## src/rtl/llq_pkg.sv

```systemverilog
package llq_pkg;

  typedef enum logic [1:0] {
    SP_CTRL = 2'd0,
    SP_HEAD = 2'd1,
    SP_TAIL = 2'd2,
    SP_LINK = 2'd3
  } space_e;

  localparam int CR_CFG   = 0;
  localparam int CR_IDERR = 1;
  localparam int CR_ADERR = 2;
  localparam int CR_OVF   = 3;
  localparam int NUM_CNT  = 3;

  // even parity: field bits plus parity bit XOR to zero
  function automatic logic par_ok(input logic [31:0] field, input logic pbit);
    return (^field) == pbit;
  endfunction

  // saturating counter step with read-clear; an increment in the clear cycle survives
  function automatic logic [31:0] sat_next(input logic [31:0] cur, input logic inc,
                                           input logic clr, input logic [31:0] maxv);
    logic [31:0] base;
    base = clr ? 32'd0 : cur;
    if (inc && base != maxv) base = base + 32'd1;
    return base;
  endfunction

  // control register update: bit 0 set wipes the register
  function automatic logic [7:0] cfg_next(input logic [7:0] wdata);
    return wdata[0] ? 8'h00 : {wdata[7:1], 1'b0};
  endfunction

endpackage

```

## src/rtl/llq_fifo.sv

```systemverilog
module llq_fifo #(
  parameter int W     = 8,
  parameter int DEPTH = 4
) (
  input  logic         clk,
  input  logic         rst_n,
  input  logic         push,
  input  logic [W-1:0] din,
  input  logic         pop,
  output logic [W-1:0] dout,
  output logic         empty,
  output logic         full
);
  localparam int PW = (DEPTH > 1) ? $clog2(DEPTH) : 1;
  localparam int CW = $clog2(DEPTH + 1);

  logic [W-1:0]  mem [DEPTH];
  logic [PW-1:0] wp, rp;
  logic [CW-1:0] count;
  logic          do_push, do_pop;

  assign empty   = (count == '0);
  assign full    = (count == CW'(DEPTH));
  assign do_push = push && !full;
  assign do_pop  = pop && !empty;
  assign dout    = mem[rp];

  function automatic logic [PW-1:0] ptr_inc(input logic [PW-1:0] p);
    return (p == PW'(DEPTH - 1)) ? '0 : p + 1'b1;
  endfunction

  always_ff @(posedge clk or negedge rst_n) begin
    if (!rst_n) begin
      wp    <= '0;
      rp    <= '0;
      count <= '0;
      for (int i = 0; i < DEPTH; i++) mem[i] <= '0;
    end else begin
      if (do_push) begin
        mem[wp] <= din;
        wp      <= ptr_inc(wp);
      end
      if (do_pop) rp <= ptr_inc(rp);
      case ({do_push, do_pop})
        2'b10:   count <= count + 1'b1;
        2'b01:   count <= count - 1'b1;
        default: count <= count;
      endcase
    end
  end

  AST_FIFO_FULL_HOLD: assert property (@(posedge clk) disable iff (!rst_n)
    (push && full && !pop) |=> (count == $past(count)));
  AST_FIFO_NO_UNDERFLOW: assert property (@(posedge clk) disable iff (!rst_n)
    pop |-> !empty);

endmodule

```

## src/rtl/llq_errcnt.sv

```systemverilog
module llq_errcnt import llq_pkg::*; #(
  parameter int CNT_W = 8
) (
  input  logic             clk,
  input  logic             rst_n,
  input  logic             inc,
  input  logic             clr,
  output logic [CNT_W-1:0] cnt
);
  localparam logic [CNT_W-1:0] MAXV = '1;

  always_ff @(posedge clk or negedge rst_n) begin
    if (!rst_n) cnt <= '0;
    else        cnt <= CNT_W'(sat_next(32'(cnt), inc, clr, 32'(MAXV)));
  end

  AST_CNT_HOLD_MAX: assert property (@(posedge clk) disable iff (!rst_n)
    (cnt == MAXV && !clr) |=> (cnt == MAXV));
  AST_CNT_CLEAR: assert property (@(posedge clk) disable iff (!rst_n)
    (clr && !inc) |=> (cnt == '0));

endmodule

```

## src/rtl/llq_lists.sv

```systemverilog
module llq_lists import llq_pkg::*; #(
  parameter int ID_W   = 4,
  parameter int ADDR_W = 5,
  parameter int RA_W   = 5
) (
  input  logic              clk,
  input  logic              rst_n,
  input  logic              enq_req,
  input  logic [ID_W-1:0]   enq_id,
  input  logic [ADDR_W-1:0] enq_addr,
  input  logic              sw_we,
  input  space_e            sw_space,
  input  logic [RA_W-1:0]   sw_idx,
  input  logic [ADDR_W:0]   sw_wdata,
  output logic [ADDR_W:0]   head_rd,
  output logic [ADDR_W-1:0] tail_rd,
  output logic [ADDR_W-1:0] link_rd,
  output logic              ev_first,
  output logic              ev_append,
  output logic              ev_unowned
);
  localparam int NCONN = 1 << ID_W;
  localparam int NBUF  = 1 << ADDR_W;
  localparam logic [ADDR_W-1:0] NULLP = '1;

  logic              head_own [NCONN];
  logic [ADDR_W-1:0] head_ptr [NCONN];
  logic [ADDR_W-1:0] tail_v   [NCONN];
  logic [ADDR_W-1:0] link_v   [NBUF];

  logic              cur_own;
  logic [ADDR_W-1:0] cur_head, cur_tail;
  logic [ID_W-1:0]   sw_cidx;
  logic [ADDR_W-1:0] sw_bidx;

  assign cur_own  = head_own[enq_id];
  assign cur_head = head_ptr[enq_id];
  assign cur_tail = tail_v[enq_id];
  assign sw_cidx  = sw_idx[ID_W-1:0];
  assign sw_bidx  = sw_idx[ADDR_W-1:0];

  assign ev_first   = enq_req && cur_own && (cur_head == NULLP);
  assign ev_append  = enq_req && cur_own && (cur_head != NULLP);
  assign ev_unowned = enq_req && !cur_own;

  for (genvar c = 0; c < NCONN; c++) begin : g_conn
    logic              r_own;
    logic [ADDR_W-1:0] r_head, r_tail;
    logic              hit;
    assign hit = (enq_id == ID_W'(c));

    always_ff @(posedge clk or negedge rst_n) begin
      if (!rst_n) begin
        r_own  <= 1'b0;
        r_head <= NULLP;
      end else if (sw_we && sw_space == SP_HEAD && sw_cidx == ID_W'(c)) begin
        r_own  <= sw_wdata[ADDR_W];
        r_head <= sw_wdata[ADDR_W-1:0];
      end else if (ev_first && hit) begin
        r_head <= enq_addr;
      end
    end

    always_ff @(posedge clk or negedge rst_n) begin
      if (!rst_n)
        r_tail <= NULLP;
      else if (sw_we && sw_space == SP_TAIL && sw_cidx == ID_W'(c))
        r_tail <= sw_wdata[ADDR_W-1:0];
      else if ((ev_first || ev_append) && hit)
        r_tail <= enq_addr;
    end

    assign head_own[c] = r_own;
    assign head_ptr[c] = r_head;
    assign tail_v[c]   = r_tail;
  end

  for (genvar b = 0; b < NBUF; b++) begin : g_buf
    logic [ADDR_W-1:0] r_link;
    always_ff @(posedge clk or negedge rst_n) begin
      if (!rst_n)
        r_link <= NULLP;
      else if (sw_we && sw_space == SP_LINK && sw_bidx == ADDR_W'(b))
        r_link <= sw_wdata[ADDR_W-1:0];
      else if (ev_append && cur_tail == ADDR_W'(b))
        r_link <= enq_addr;
    end
    assign link_v[b] = r_link;
  end

  assign head_rd = {head_own[sw_cidx], head_ptr[sw_cidx]};
  assign tail_rd = tail_v[sw_cidx];
  assign link_rd = link_v[sw_bidx];

  AST_ONE_OUTCOME: assert property (@(posedge clk) disable iff (!rst_n)
    enq_req |-> ($countones({ev_first, ev_append, ev_unowned}) == 1));
  AST_FIRST_SETS_BOTH: assert property (@(posedge clk) disable iff (!rst_n)
    ev_first |=> (head_ptr[$past(enq_id)] == $past(enq_addr)) &&
                 (tail_v[$past(enq_id)] == $past(enq_addr)));
  AST_APPEND_LINKS: assert property (@(posedge clk) disable iff (!rst_n)
    ev_append |=> (link_v[$past(cur_tail)] == $past(enq_addr)) &&
                  (head_ptr[$past(enq_id)] == $past(cur_head)));
  AST_UNOWNED_STILL: assert property (@(posedge clk) disable iff (!rst_n)
    (ev_unowned && !sw_we) |=> (tail_v[$past(enq_id)] == $past(cur_tail)));

endmodule

```

## src/rtl/cell_list_enq.sv

```systemverilog
module cell_list_enq import llq_pkg::*; #(
  parameter int         ID_W       = 4,
  parameter int         ADDR_W     = 5,
  parameter int         FIFO_DEPTH = 4,
  parameter int         CNT_W      = 8,
  parameter int         REG_W      = 8,
  parameter logic [7:0] ACTIVE_PAT = 8'h4E,
  parameter int         RA_W       = (ID_W > ADDR_W) ? ID_W : ADDR_W
) (
  input  logic              clk,
  input  logic              rst_n,
  input  logic              in_valid,
  input  logic [ID_W-1:0]   in_id,
  input  logic              in_id_par,
  input  logic [ADDR_W-1:0] in_addr,
  input  logic              in_addr_par,
  input  logic              in_null,
  output logic              id_fifo_empty,
  output logic              id_fifo_full,
  output logic              addr_fifo_empty,
  output logic              addr_fifo_full,
  input  logic              reg_en,
  input  logic              reg_we,
  input  logic [1:0]        reg_space,
  input  logic [RA_W-1:0]   reg_addr,
  input  logic [REG_W-1:0]  reg_wdata,
  output logic [REG_W-1:0]  reg_rdata,
  output logic              look_vld,
  output logic [ID_W-1:0]   look_id,
  output logic              look_vld_d2,
  output logic [ID_W-1:0]   look_id_d2
);
  localparam int IDQ_W   = ID_W + 2;
  localparam int ADQ_W   = ADDR_W + 1;
  localparam int LOOK_DLY = 2;
  localparam logic [ADDR_W-1:0] NULLP = '1;

  space_e            space;
  logic [7:0]        cfg_q;
  logic              active, accept, ovf_ev, pop;
  logic [IDQ_W-1:0]  idq_out;
  logic [ADQ_W-1:0]  adq_out;
  logic              q_null, q_idp, q_adp, id_ok, addr_ok;
  logic [ID_W-1:0]   q_id;
  logic [ADDR_W-1:0] q_addr;
  logic              id_err_ev, addr_err_ev, enq_req;
  logic              ev_first, ev_append, ev_unowned;
  logic [ADDR_W:0]   head_rd;
  logic [ADDR_W-1:0] tail_rd, link_rd;
  logic [NUM_CNT-1:0] cnt_inc, cnt_clr;
  logic [CNT_W-1:0]  cnt_val [NUM_CNT];
  logic              ctrl_wr_cfg;

  assign space  = space_e'(reg_space);
  assign active = (cfg_q == ACTIVE_PAT);
  assign accept = in_valid && !id_fifo_full && !addr_fifo_full;
  assign ovf_ev = in_valid && (id_fifo_full || addr_fifo_full);
  assign pop    = active && !id_fifo_empty && !addr_fifo_empty && !reg_en;

  llq_fifo #(.W(IDQ_W), .DEPTH(FIFO_DEPTH)) u_idq (
    .clk(clk), .rst_n(rst_n), .push(accept),
    .din({in_null, in_id_par, in_id}), .pop(pop), .dout(idq_out),
    .empty(id_fifo_empty), .full(id_fifo_full));

  llq_fifo #(.W(ADQ_W), .DEPTH(FIFO_DEPTH)) u_adq (
    .clk(clk), .rst_n(rst_n), .push(accept),
    .din({in_addr_par, in_addr}), .pop(pop), .dout(adq_out),
    .empty(addr_fifo_empty), .full(addr_fifo_full));

  assign {q_null, q_idp, q_id} = idq_out;
  assign {q_adp, q_addr}       = adq_out;
  assign id_ok   = par_ok(32'(q_id), q_idp);
  assign addr_ok = par_ok(32'(q_addr), q_adp);

  assign id_err_ev   = pop && !q_null && !id_ok;
  assign addr_err_ev = pop && !q_null && !addr_ok;
  assign enq_req     = pop && !q_null && id_ok && addr_ok && (q_addr != NULLP);

  llq_lists #(.ID_W(ID_W), .ADDR_W(ADDR_W), .RA_W(RA_W)) u_lists (
    .clk(clk), .rst_n(rst_n),
    .enq_req(enq_req), .enq_id(q_id), .enq_addr(q_addr),
    .sw_we(reg_en && reg_we), .sw_space(space), .sw_idx(reg_addr),
    .sw_wdata(reg_wdata[ADDR_W:0]),
    .head_rd(head_rd), .tail_rd(tail_rd), .link_rd(link_rd),
    .ev_first(ev_first), .ev_append(ev_append), .ev_unowned(ev_unowned));

  // counters: index 0 ID errors, 1 address errors, 2 overflow
  assign cnt_inc = {ovf_ev, addr_err_ev, id_err_ev};
  for (genvar k = 0; k < NUM_CNT; k++) begin : g_cnt
    assign cnt_clr[k] = reg_en && !reg_we && space == SP_CTRL &&
                        reg_addr == RA_W'(CR_IDERR + k);
    llq_errcnt #(.CNT_W(CNT_W)) u_cnt (
      .clk(clk), .rst_n(rst_n), .inc(cnt_inc[k]), .clr(cnt_clr[k]),
      .cnt(cnt_val[k]));
  end

  assign ctrl_wr_cfg = reg_en && reg_we && space == SP_CTRL &&
                       reg_addr == RA_W'(CR_CFG);

  always_ff @(posedge clk or negedge rst_n) begin
    if (!rst_n)           cfg_q <= 8'h00;
    else if (ctrl_wr_cfg) cfg_q <= cfg_next(reg_wdata[7:0]);
  end

  always_ff @(posedge clk or negedge rst_n) begin
    if (!rst_n) begin
      reg_rdata <= '0;
    end else if (reg_en && !reg_we) begin
      case (space)
        SP_CTRL: begin
          if (reg_addr == RA_W'(CR_CFG))        reg_rdata <= REG_W'(cfg_q);
          else if (reg_addr == RA_W'(CR_IDERR)) reg_rdata <= REG_W'(cnt_val[0]);
          else if (reg_addr == RA_W'(CR_ADERR)) reg_rdata <= REG_W'(cnt_val[1]);
          else if (reg_addr == RA_W'(CR_OVF))   reg_rdata <= REG_W'(cnt_val[2]);
          else                                  reg_rdata <= '0;
        end
        SP_HEAD: reg_rdata <= REG_W'(head_rd);
        SP_TAIL: reg_rdata <= REG_W'(tail_rd);
        default: reg_rdata <= REG_W'(link_rd);
      endcase
    end
  end

  // lookup report and its two-cycle delayed copy
  assign look_vld = pop;
  assign look_id  = q_id;

  logic            dly_vld [LOOK_DLY+1];
  logic [ID_W-1:0] dly_id  [LOOK_DLY+1];
  assign dly_vld[0] = look_vld;
  assign dly_id[0]  = look_id;
  for (genvar s = 1; s <= LOOK_DLY; s++) begin : g_dly
    logic            r_vld;
    logic [ID_W-1:0] r_id;
    always_ff @(posedge clk or negedge rst_n) begin
      if (!rst_n) begin
        r_vld <= 1'b0;
        r_id  <= '0;
      end else begin
        r_vld <= dly_vld[s-1];
        r_id  <= dly_id[s-1];
      end
    end
    assign dly_vld[s] = r_vld;
    assign dly_id[s]  = r_id;
  end
  assign look_vld_d2 = dly_vld[LOOK_DLY];
  assign look_id_d2  = dly_id[LOOK_DLY];

  AST_CFG_RESET_BIT: assert property (@(posedge clk) disable iff (!rst_n)
    (ctrl_wr_cfg && reg_wdata[0]) |=> (cfg_q == 8'h00));
  AST_NO_POP_ON_ACCESS: assert property (@(posedge clk) disable iff (!rst_n)
    reg_en |-> !look_vld);
  AST_LOOK_DELAY: assert property (@(posedge clk) disable iff (!rst_n)
    look_vld_d2 |-> (look_id_d2 == $past(look_id, 2)));
  AST_NULL_NOT_LINKED: assert property (@(posedge clk) disable iff (!rst_n)
    (look_vld && q_null) |-> !(ev_first || ev_append));
  AST_IDLE_NO_LOOK: assert property (@(posedge clk) disable iff (!rst_n)
    !active |-> !look_vld);

endmodule

```

## config.mk

```make
export PLATFORM = sky130hd
export DESIGN_NAME = cell_list_enq
export DESIGN_NICKNAME = d
export VERILOG_FILES = /design/src/rtl/llq_pkg.sv /design/src/rtl/llq_fifo.sv /design/src/rtl/llq_errcnt.sv /design/src/rtl/llq_lists.sv /design/src/rtl/cell_list_enq.sv
export SDC_FILE = /design/constraint.sdc
export NUM_CORES = 1
export LEC_CHECK = 0
export BUFFER_PORTS_ARGS = -buffer_cell sky130_fd_sc_hd__buf_2
export CAP_MARGIN = 20
export CORE_MARGIN = 1.5
export CORE_UTILIZATION = 35
export DETAILED_ROUTE_END_ITERATION = 8
export PLACE_DENSITY = 0.54
export SLEW_MARGIN = 20
export SYNTH_ARGS = -nofsm -noshare
export SYNTH_HDL_FRONTEND = slang
export SYNTH_SLANG_ARGS = --single-unit
```

## constraint.sdc

```tcl
create_clock -name clk -period 6.15 [get_ports clk]
set_clock_uncertainty 0.05 [all_clocks]
set_input_delay 1.23 -clock clk [delete_from_list [all_inputs] [get_ports clk]]
set_output_delay 1.23 -clock clk [all_outputs]
set_load 0.02 [all_outputs]
```

==> results.md, run 1 <==
Outcome:
- The run finished with clean final reports.

Pwr:
- The net switching component of the power is 4.40 mW.
- Dividing total power by cell area gives a power density of 373 nW/um^2.
- The share of total power dissipated in the clock network is 0.301.
- Internal power comes to 6.61 mW.
- Of the total power, combinational logic draws 0.353.
- The fraction of power spent switching nets is 0.400.
- The share of total power dissipated in sequential elements is 0.346.
- The overall power is 11.0 mW.
- The analysis attributes to cell leakage a power of 10.7 nW.
- The worst voltage drop across the vdd grid is 0.238 mV.

Global routing:
- The number of antenna violations at the first check in global routing is 1.
- Summed over all layers, the global routing overflow is 0.
- The maximum number of pins on one net before global-route repair is 168.
- The wire length of the first global-routing pass is 135000 um.
- In the global route stage, overall resource usage came out at 0.227.
- The via count of the first global-routing pass is 20900.

Yosys:
- After synthesis, the share of flip-flops with an asynchronous set or reset is 1.00.
- Of the post-synthesis cell area, the dominant cell type holds 0.318.
- The share of the Yosys chip area taken by registers is 0.438.
- Averaged over all synthesized cells, the footprint is 10.2 um^2.
- The cell area that synthesis handed to floorplanning was 26400 um^2.
- Yosys attributes the largest share of cell area to sky130_fd_sc_hd__dfstp_2 (32%), sky130_fd_sc_hd__dfrtp_1 (12%), sky130_fd_sc_hd__mux4_2 (10%), sky130_fd_sc_hd__mux2i_1 (5.5%), sky130_fd_sc_hd__o21ai_0 (4.5%).
- Synthesis instantiated 78 different standard cells from the library.
- For this run, the leading register cell type out of synthesis is sky130_fd_sc_hd__dfstp_2.
- During synthesis, Yosys emitted a total of 0 warnings.
- The net count after synthesis is 2645.
- The number of synthesized flops with an enable pin is 0.
- Of all cell types, the one taking the most synthesized area is sky130_fd_sc_hd__dfstp_2.
- The count of state elements after synthesis is 447.
- The post-synthesis instance total is 2586.

Clock tree:
- Once the clock tree was built, the resizer swapped 0 gates to a different size.
- The clock tree root driver cell is sky130_fd_sc_hd__clkbuf_16.
- After clock tree synthesis, the clock-pin slew on the worst setup and hold paths is 0.06 ns.
- The number of hold buffers added after CTS was 0.
- The clock buffer count from CTS is 53.
- The CTS tree is yes.
- Once the clock tree was built, the setup fixing pass inserted 0 buffers.
- The maximum root-to-sink buffer count is 3.
- For this design, the sink count on the clock tree is 447.
- The clock insertion delay at the later pin of the skew report is 0.64 ns.
- The maximum level of the CTS H-tree is 2.

Worst setup path:
- The worst flop-to-flop path startpoint is u_adq.rp[1].
- Across all register-to-register paths, the minimum setup slack is 1.26 ns.
- The terminus of the critical flop-to-flop path is u_lists.g_buf[24].r_link[2].
- For the worst flop-to-flop path, the logic depth is 15.
- Data on the critical path is required at its endpoint by 6.65 ns.
- The endpoint of the most critical setup path is u_lists.g_buf[24].r_link[2].
- The worst setup path category is register to register.
- STA puts the critical path data arrival time at 5.40 ns.
- The worst setup path is launched from a register.
- Of all nets on the critical path, the largest fanout is 33.
- The critical path starts at u_adq.rp[1].
- The sort of element at the end of the critical path is a register.

Floorplanning:
- During I/O placement, the number of pins put on the boundary was 54.
- The die width is 278 um.
- The starting density of the core is 0.355.
- After floorplanning, the core was sized to cover 74600 um^2.
- The area enclosed by the die boundary is 77200 um^2.
- The height of the chip is 278 um.
- The floorplan has 100 rows.

STA:
- Setup violations remaining at the end of the flow were counted as 0.
- The slew at the pin closest to its max-slew limit is 1.08 ns.
- The count of endpoints failing hold in the final timing report was 0.
- Headroom to the max-slew limit came out at 0.276.
- For the final routed database, the setup TNS stands at 0 ns.
- The final period utilization is 0.796.
- The max-slew violation count is 0.
- Based on the critical path, the design can be clocked at up to 204 MHz.
- Setup repair after global routing left no endpoint under its margin.
- The worst path needs 4.89 ns of the cycle, external delays included.

Finish:
- The total of fill cells in the finished design is 7217.
- The net count reported at finish is 2608.
- The share of final-layout standard cells stronger than drive strength 1 is 0.307.
- Compared with the post-synthesis result, the final layout area differs by 11.5%.

Job:
- The tool flagged a number of max-cap violations equal to 0.

Worst hold path:
- The tightest min-delay check is of the register to register type.

Drt:
- The vias per cell is 5.95.
- Once detail routing completed, the nets flagged for antenna violations numbered 0.
- For this run, design rule violations remaining after detail routing come to 0.
- After detailed routing, the average wire length per cell comes to 24.7 um.
- The total via count in the routed design is 21200.
- The first detailed-routing pass ran for 6 iterations.
- For this block, the initial DRC count from the detailed router was 2162.
- The total wirelength of the detailed-routed design is 88100 um.

Placed design:
- Once detailed placement completed, the half-perimeter wirelength came to 56900 um.
- The count of input and output buffers is 53.
- At the end of routability-driven placement, the weighted congestion stood at 0.888.
## state kept, by name, indices dropped and copies added, names as in the netlist, 8 cells and up
signal and count:
reg_rdata 8, u_lists.g_conn.r_head 80, g_cnt.u_cnt.cnt 24, u_lists.g_buf.r_link 160
u_lists.g_conn.r_tail 80, u_adq.mem 24, u_lists.g_conn.r_own 16, u_idq.mem 24
## synthesized netlist by cell type (7+ instances only)
| cell | n |
|---|---|
| sky130_fd_sc_hd__o21ai_1 | 59 |
| sky130_fd_sc_hd__mux2i_1 | 145 |
| sky130_fd_sc_hd__nor4_4 | 14 |
| sky130_fd_sc_hd__clkbuf_1 | 148 |
| sky130_fd_sc_hd__buf_6 | 7 |
| sky130_fd_sc_hd__o21ai_0 | 237 |
| sky130_fd_sc_hd__and3_1 | 21 |
| sky130_fd_sc_hd__xnor2_1 | 9 |
| sky130_fd_sc_hd__buf_1 | 19 |
| sky130_fd_sc_hd__nor2b_1 | 16 |
| sky130_fd_sc_hd__nor2_1 | 274 |
| sky130_fd_sc_hd__o22ai_1 | 10 |
| sky130_fd_sc_hd__a31o_2 | 7 |
| sky130_fd_sc_hd__inv_1 | 30 |
| sky130_fd_sc_hd__nand2_1 | 272 |
| sky130_fd_sc_hd__a21oi_1 | 50 |
| sky130_fd_sc_hd__or3_1 | 76 |
| sky130_fd_sc_hd__mux4_2 | 121 |
| sky130_fd_sc_hd__dfstp_2 | 320 |
| sky130_fd_sc_hd__and2_1 | 9 |
| sky130_fd_sc_hd__nand4_1 | 19 |
| sky130_fd_sc_hd__dfrtp_1 | 127 |
| sky130_fd_sc_hd__buf_4 | 8 |
| sky130_fd_sc_hd__mux2_2 | 80 |
| sky130_fd_sc_hd__buf_2 | 18 |
| sky130_fd_sc_hd__xor2_1 | 22 |
| sky130_fd_sc_hd__a221oi_1 | 8 |
| sky130_fd_sc_hd__nand3_1 | 32 |
| sky130_fd_sc_hd__o2111ai_1 | 7 |
| sky130_fd_sc_hd__nor3_1 | 43 |
| sky130_fd_sc_hd__ha_1 | 25 |
| sky130_fd_sc_hd__a31oi_1 | 165 |
| sky130_fd_sc_hd__a21o_1 | 7 |
| sky130_fd_sc_hd__a22oi_1 | 16 |
| sky130_fd_sc_hd__nand2b_1 | 60 |
## metal layers
layer,track usage,vias up,share of wire
met4,0.0743,0,0.030
met2,0.356,896,0.45
met5,0,-,0
li1,-,9398,-
met1,0.322,10700,0.44
met3,0.0339,151,0.074
## power groups by stage
stage                     clock (mW)  combinational [mW]  sequential, mW
final                           3.31                3.88            3.81
after detailed placement           0                3.82            3.84
after global routing            3.51                4.11            3.86
after global placement             0                3.75            3.82
after floorplan                    0                2.42            3.75
after CTS                       3.39                3.82            3.80
## placed cells by master, fill, tap and decap left out, types with 10 or more instances in the layout
cell                          n
sky130_fd_sc_hd__dfstp_2    320
sky130_fd_sc_hd__nor2_1     274
sky130_fd_sc_hd__nand2_1    271
sky130_fd_sc_hd__o21ai_0    234
sky130_fd_sc_hd__a31oi_1    165
sky130_fd_sc_hd__mux2i_1    145
sky130_fd_sc_hd__dfrtp_1    127
sky130_fd_sc_hd__mux4_2     120
sky130_fd_sc_hd__mux2_2      80
sky130_fd_sc_hd__or3_1       76
sky130_fd_sc_hd__buf_4       60
sky130_fd_sc_hd__nand2b_1    59
sky130_fd_sc_hd__o21ai_1     57
sky130_fd_sc_hd__clkbuf_16   53
sky130_fd_sc_hd__buf_2       50
sky130_fd_sc_hd__a21oi_1     49
sky130_fd_sc_hd__nor3_1      42
sky130_fd_sc_hd__nand3_1     32
sky130_fd_sc_hd__inv_1       30
sky130_fd_sc_hd__ha_1        25
sky130_fd_sc_hd__xor2_1      22
sky130_fd_sc_hd__and3_1      21
sky130_fd_sc_hd__nand4_1     19
sky130_fd_sc_hd__nor2b_1     16
sky130_fd_sc_hd__a22oi_1     16
sky130_fd_sc_hd__nor4_4      14
sky130_fd_sc_hd__clkinv_2    14
sky130_fd_sc_hd__clkbuf_8    11
sky130_fd_sc_hd__o22ai_1     10
## cell type report
class                           count  area, um^2  area share
Multi-Input combinational cell   1891       13900       0.472
Sequential cell                   447       11600       0.393
Clock buffer                       70        1500      0.0509
Antenna cell                        1        2.50   0.0000849
Tap cell                          969        1210      0.0411
Timing Repair Buffer              114         767      0.0260
Inverter                           42         158     0.00535
Clock inverter                     29         335      0.0114
## metrics by stage
stage	hold WS [ns]	utilization	cells	instance area, um^2	worst slack, ns
2_1_floorplan	0.281	-	2586	26400	1.62
3_3_place_gp	0.282	0.370	3463	27600	0.945
3_5_place_dp	0.287	0.370	3463	27600	0.862
4_1_cts	0.301	0.395	3562	29400	1.05
5_1_grt	0.302	0.395	3562	29500	1.01
6_report	0.298	0.395	3563	29500	1.26
## worst min path at each step
stage                           from             to  slack (ns)  depth (start not counted)
finish              g_dly[1].r_id[1]  look_id_d2[1]        0.30                          0
global route        g_dly[1].r_id[1]  look_id_d2[1]        0.30                          0
CTS                 g_dly[1].r_id[1]  look_id_d2[1]        0.30                          0
detailed placement  g_dly[1].r_id[1]  look_id_d2[1]        0.29                          0
global placement    g_dly[1].r_id[2]  look_id_d2[2]        0.28                          0
floorplan           g_dly[1].r_id[0]  look_id_d2[0]        0.28                          0
## cell families after synthesis
family	after synthesis	synth area share
simple gates	867	0.162
compound gates	613	0.137
flops	447	0.438
mux	353	0.199
buf+inv	248	0.0406
xor+xnor	31	0.0103
fa+ha+maj	27	0.0133
## critical path, stage by stage (launching register included)
cell,delay (ns)
sky130_fd_sc_hd__dfrtp_1,0.51
sky130_fd_sc_hd__mux2_2,0.38
sky130_fd_sc_hd__o21ai_2,0.17
sky130_fd_sc_hd__clkinv_1,0.08
sky130_fd_sc_hd__buf_4,0.29
sky130_fd_sc_hd__ha_1,0.37
sky130_fd_sc_hd__xnor2_1,0.14
sky130_fd_sc_hd__xnor2_1,0.30
sky130_fd_sc_hd__mux2_2,0.42
sky130_fd_sc_hd__or2_1,0.25
sky130_fd_sc_hd__a21oi_2,0.51
sky130_fd_sc_hd__buf_4,0.26
sky130_fd_sc_hd__o2111ai_4,0.39
sky130_fd_sc_hd__buf_4,0.33
sky130_fd_sc_hd__nand2b_1,0.16
sky130_fd_sc_hd__a31oi_1,0.19
Power figures use the tool's default switching activity.
==> run 2: changes to the inputs <==
- ABC_AREA: not set -> 1
- clock period: 6.15 -> 4.8 ns (I/O delays scaled with it)
==> run 2 against run 1 <==
  * Combinational power rose by 26%
  * Final area rose by 2.9%
  * Die area rose by 2.0%
  * Maximum frequency rose by 17%
  * Count of clock-buffer cells in the layout rose by 11
  * Non-clock buffer count rose by 24
  * Area after synthesis rose by 2.1%
  * Sequential power rose by 28%
  * Global-route usage rose by 4.6 points
  * Power rose by 28%
  * Clock power rose by 29%
  * Critical endpoint is now u_lists.g_conn[0].r_head[4]
  * Largest cell class unchanged
==> results.md, run 2 <==
Clock tree:
- The count of hold buffers inserted by post-cts repair is 0 (unchanged).
- The clock buffer count from CTS is 53 (unchanged).
- The maximum root-to-sink buffer count was 3 (unchanged).
- The clock insertion delay at the later pin of the skew report is 0.64 ns (about the same).
- TritonCTS built the clock tree.
- The tree is rooted in a sky130_fd_sc_hd__clkbuf_16.
- The setup fix buffers added after clock tree synthesis is 0 (unchanged).
- The maximum level of the CTS H-tree is 2 (unchanged).
- The number of clock sinks is 447 (unchanged).
- The number of cells upsized or downsized after cts is 0 (unchanged).
- The clock-pin slew on the worst setup and hold paths is 0.06 ns (about the same).

Worst setup path:
- The data required time of the worst path is 5.30 ns (-1.35 ns).
- Traced cell by cell, the critical path runs through inv_2 > nand2_1 > a32oi_4 > inv_2 > ha_1 > xnor2_1 > inv_1 > nand2_1 > nand2_1 > inv_1 > nand3_1 > nor2_2 > nand2_1 > nor2_4 > buf_4 > nand2_1 > o21ai_2 > o21ai_0 > o21ai_0.
- The cell family with the largest share of critical-path delay is simple AND/OR/NAND/NOR gates.
- By startpoint and endpoint, the worst setup path is classified as register to register.
- The data arrival time of the critical path came to 4.68 ns (-0.72 ns).
- The first element of the critical path is u_idq.rp[0].
- In this run the critical register-to-register path is launched from u_idq.rp[0].
- The sort of element at the end of the critical path is a register.
- The maximum fanout along the worst path is 15 (-55%).
- The slowest stage of the critical path is the sky130_fd_sc_hd__dfrtp_1 cell.
- The type of origin of the critical path is a register.
- The buffers plus inverters on the worst setup path is 5 (+1).
- The maximum single-stage delay on the critical path is 0.55 ns (+0.04 ns).
- The most repeated library cell on the critical path is sky130_fd_sc_hd__nand2_1.

Finish:
- The number of flip-flops under the largest register name was 160 (unchanged).
- Counting flops per register, the top entry is u_lists.g_buf.r_link.
- The area of the multi-input gates is 13400 um^2 (-3.5%).
- The total of fill cells in the finished design is 8144 (+13%).
- The share of final-layout standard cells stronger than drive strength 1 came to 0.168 (-0.139).
- The sequential standard cell area is 11600 um^2 (unchanged).
- The final standard cell area without fillers is 30300 um^2 (+2.9%).
- The count of inserted antenna diode cells is 0 (-1).
- The largest registers in the layout are u_lists.g_buf.r_link (160), u_lists.g_conn.r_head (80), u_lists.g_conn.r_tail (80).
- The net count reported at finish was 3841 (+47%).
- The commonest non-fill, non-tap cell in the layout is sky130_fd_sc_hd__nand2_1.
- The top cell types in the final layout, fill and taps aside, are sky130_fd_sc_hd__nand2_1 (1155), sky130_fd_sc_hd__o21ai_0 (471), sky130_fd_sc_hd__nand3_1 (396).
- The share of the core filled with cells is 0.399 (+0.00360).
- From synthesis to final layout, the design area changed by 12.4%.

Global routing:
- The total track usage is 0.274 (+0.0462).
- The via count of the first global-routing pass is 25400 (+22%).
- The number of antenna violations at the first check in global routing is 3 (+2).
- The wire length of the first global-routing pass came to 164000 um (+21%).
- The global-route congestion overflow total is 0 (unchanged).
- The maximum number of pins on one net before global-route repair was 95 (-43%).

STA:
- The clock period minus final worst setup slack was 4.18 ns (-0.712 ns).
- The slew at the pin closest to its max-slew limit came to 1.07 ns (-0.00651 ns).
- The maximum clock frequency is 239 MHz (+17%).
- The count of endpoints failing setup in the final report came to 0 (unchanged).
- The count of endpoints failing hold in the final timing report came to 0 (unchanged).
- The max-slew violation count is 0 (unchanged).
- The aggregate negative setup slack was 0 ns (unchanged).
- Setup repair after global routing left no endpoint under its margin.
- The final period utilization is 0.871 (+0.0754).
- The tightest slew margin relative to the limit was 0.280 (+0.00377).

Floorplanning:
- The placeable core region is 76100 um^2 (+2.0%).
- The die width is 281 um (+1.0%).
- The area enclosed by the die boundary is 78800 um^2 (+2.0%).
- The top-level I/O count came to 54 (unchanged).
- The height of the chip was 281 um (+1.0%).
- The standard-cell row count came to 101 (+1.0%).
- The starting density of the core is 0.355 (about the same).

Job:
- The number of max-cap violations came to 0 (unchanged).

Pwr:
- The cell area power density was 464 nW/um^2 (+24%).
- The worst voltage drop across the vdd grid is 0.401 mV (+68%).
- The reported leakage power was 13.8 nW (+29%).

Yosys:
- The count of state elements after synthesis came to 447 (unchanged).
- The share of Yosys cell area claimed by the top area cell type is 0.312 (-0.00642).
- The average instance area after synthesis came to 7.15 um^2 (-30%).
- The post-synthesis instance total is 3774 (+46%).
- In the synthesized netlist, the cells that appear most often are sky130_fd_sc_hd__nand2_1 (1155), sky130_fd_sc_hd__o21ai_0 (471), sky130_fd_sc_hd__nand3_1 (396).
- The post-synthesis instance area came to 27000 um^2 (+2.1%).
- Ranked by total cell area, the synthesized netlist is headed by sky130_fd_sc_hd__dfstp_2 (31%), sky130_fd_sc_hd__nand2_1 (16%), sky130_fd_sc_hd__dfrtp_1 (12%), sky130_fd_sc_hd__o21ai_0 (8.7%), sky130_fd_sc_hd__nand3_1 (7.3%).
- The share of async-settable or async-resettable flops after synthesis was 1.00 (unchanged).
- The warning count from the yosys run came to 0 (unchanged).
- The net count after synthesis is 3833 (+45%).
- The sequential share of the synthesized area is 0.429 (-0.00884).
- The number of synthesized flops with an enable pin is 0 (unchanged).
- Among all cell types in the netlist, the one instantiated most often is sky130_fd_sc_hd__nand2_1.
- In the synthesized netlist the dominant register cell turns out to be sky130_fd_sc_hd__dfstp_2.
- sky130_fd_sc_hd__dfstp_2 takes more of the synthesized area than any other cell.
- The number of library cell types mapped by synthesis is 44 (-44%).

Outcome:
- The flow ran to the end, and the final reports show no timing, DRC or antenna violations.

Placed design:
- The routability congestion estimate came to 0.974 (+9.7%).
- The count of input and output buffers is 53 (unchanged).
- The area of placed instances is 28500 um^2 (+3.3%).
- The half-perimeter wire length after detailed placement came to 71300 um (+25%).

Worst hold path:
- The startpoint of the tightest hold check path is g_dly[1].r_id[3].
- The path class of the lowest-slack min-delay path is register to register.

Drt:
- The post-route DRC violation count is 0 (unchanged).
- The total via count in the routed design is 26900 (+27%).
- The vias per cell came to 5.53 (-7.0%).
- The detail-routed net length per standard cell came to 22.3 um (-9.8%).
- The antenna violation net count after detailed routing came to 0 (unchanged).
- The first-iteration detailed-routing DRC count is 3229 (+49%).
- The total wirelength of the detailed-routed design is 108000 um (+23%).
- The total iterations of the first detailed-routing run came to 6 (unchanged).
## run 2: cell families after synthesis
family	Yosys count	share of synthesized area
AND/OR/NAND/NOR	1972	0.304
XOR/XNOR	27	0.00876
AO/OA/AOI/OAI	799	0.171
buffers and inverters	502	0.0740
flip-flops	447	0.429
adder cells (fa/ha/maj)	27	0.0131
## run 2: metal layers
layer	share of wire	global-route usage
met2	0.42	0.410
met4	0.044	0.115
met3	0.089	0.0485
met1	0.44	0.386
met5	0.00024	0
## run 2: per-stage QoR
stage               hold slack (ns)  total power, mW  std cells  setup WS [ns]
finish                        0.297             14.1       4855          0.619
global route                  0.316             14.8       4855          0.248
CTS                           0.300             14.0       4855          0.703
detailed placement            0.286             9.72       4757          0.750
global placement              0.282             9.69       4757          0.822
floorplan                     0.281             7.96       3774           1.26
## run 2: worst reg2reg max path, stage by stage, from the launching register on
cell and delay (ns):
sky130_fd_sc_hd__dfrtp_1 0.55, sky130_fd_sc_hd__inv_2 0.27, sky130_fd_sc_hd__nand2_1 0.12, sky130_fd_sc_hd__a32oi_4 0.23, sky130_fd_sc_hd__inv_2 0.16, sky130_fd_sc_hd__ha_1 0.32
sky130_fd_sc_hd__xnor2_1 0.19, sky130_fd_sc_hd__inv_1 0.06, sky130_fd_sc_hd__nand2_1 0.06, sky130_fd_sc_hd__nand2_1 0.07, sky130_fd_sc_hd__inv_1 0.09, sky130_fd_sc_hd__nand3_1 0.09
sky130_fd_sc_hd__nor2_2 0.24, sky130_fd_sc_hd__nand2_1 0.13, sky130_fd_sc_hd__nor2_4 0.17, sky130_fd_sc_hd__buf_4 0.26, sky130_fd_sc_hd__nand2_1 0.35, sky130_fd_sc_hd__o21ai_2 0.44
sky130_fd_sc_hd__o21ai_0 0.15, sky130_fd_sc_hd__o21ai_0 0.10
## run 2: layout make-up
cell class | instances | share of cell area
Multi-Input combinational cell | 2825 | 0.442
Sequential cell | 447 | 0.382
Clock buffer | 81 | 0.0535
Tap cell | 1030 | 0.0425
Inverter | 317 | 0.0393
Timing Repair Buffer | 138 | 0.0334
Clock inverter | 17 | 0.00718
## run 2: worst paths after layout
| path | end | slack, ns | cells past startpoint |
|---|---|---|---|
| min in group asynchronous | u_lists.g_conn[1].r_own | 0.39 | 1 |
| worst max register to register | u_lists.g_conn[0].r_head[4] | 0.62 | 19 |
| worst max-delay path | u_lists.g_conn[0].r_head[4] | 0.62 | 19 |
| max in group asynchronous | u_lists.g_conn[9].r_tail[3] | 3.29 | 2 |
| worst min-delay path | look_id_d2[3] | 0.30 | 0 |
| worst min register to register | look_id_d2[3] | 0.30 | 0 |
## run 2: where the power goes
part	internal [mW]	switching (mW)
combinational	1.37	3.53
sequential	4.52	0.367
clock	2.54	1.74
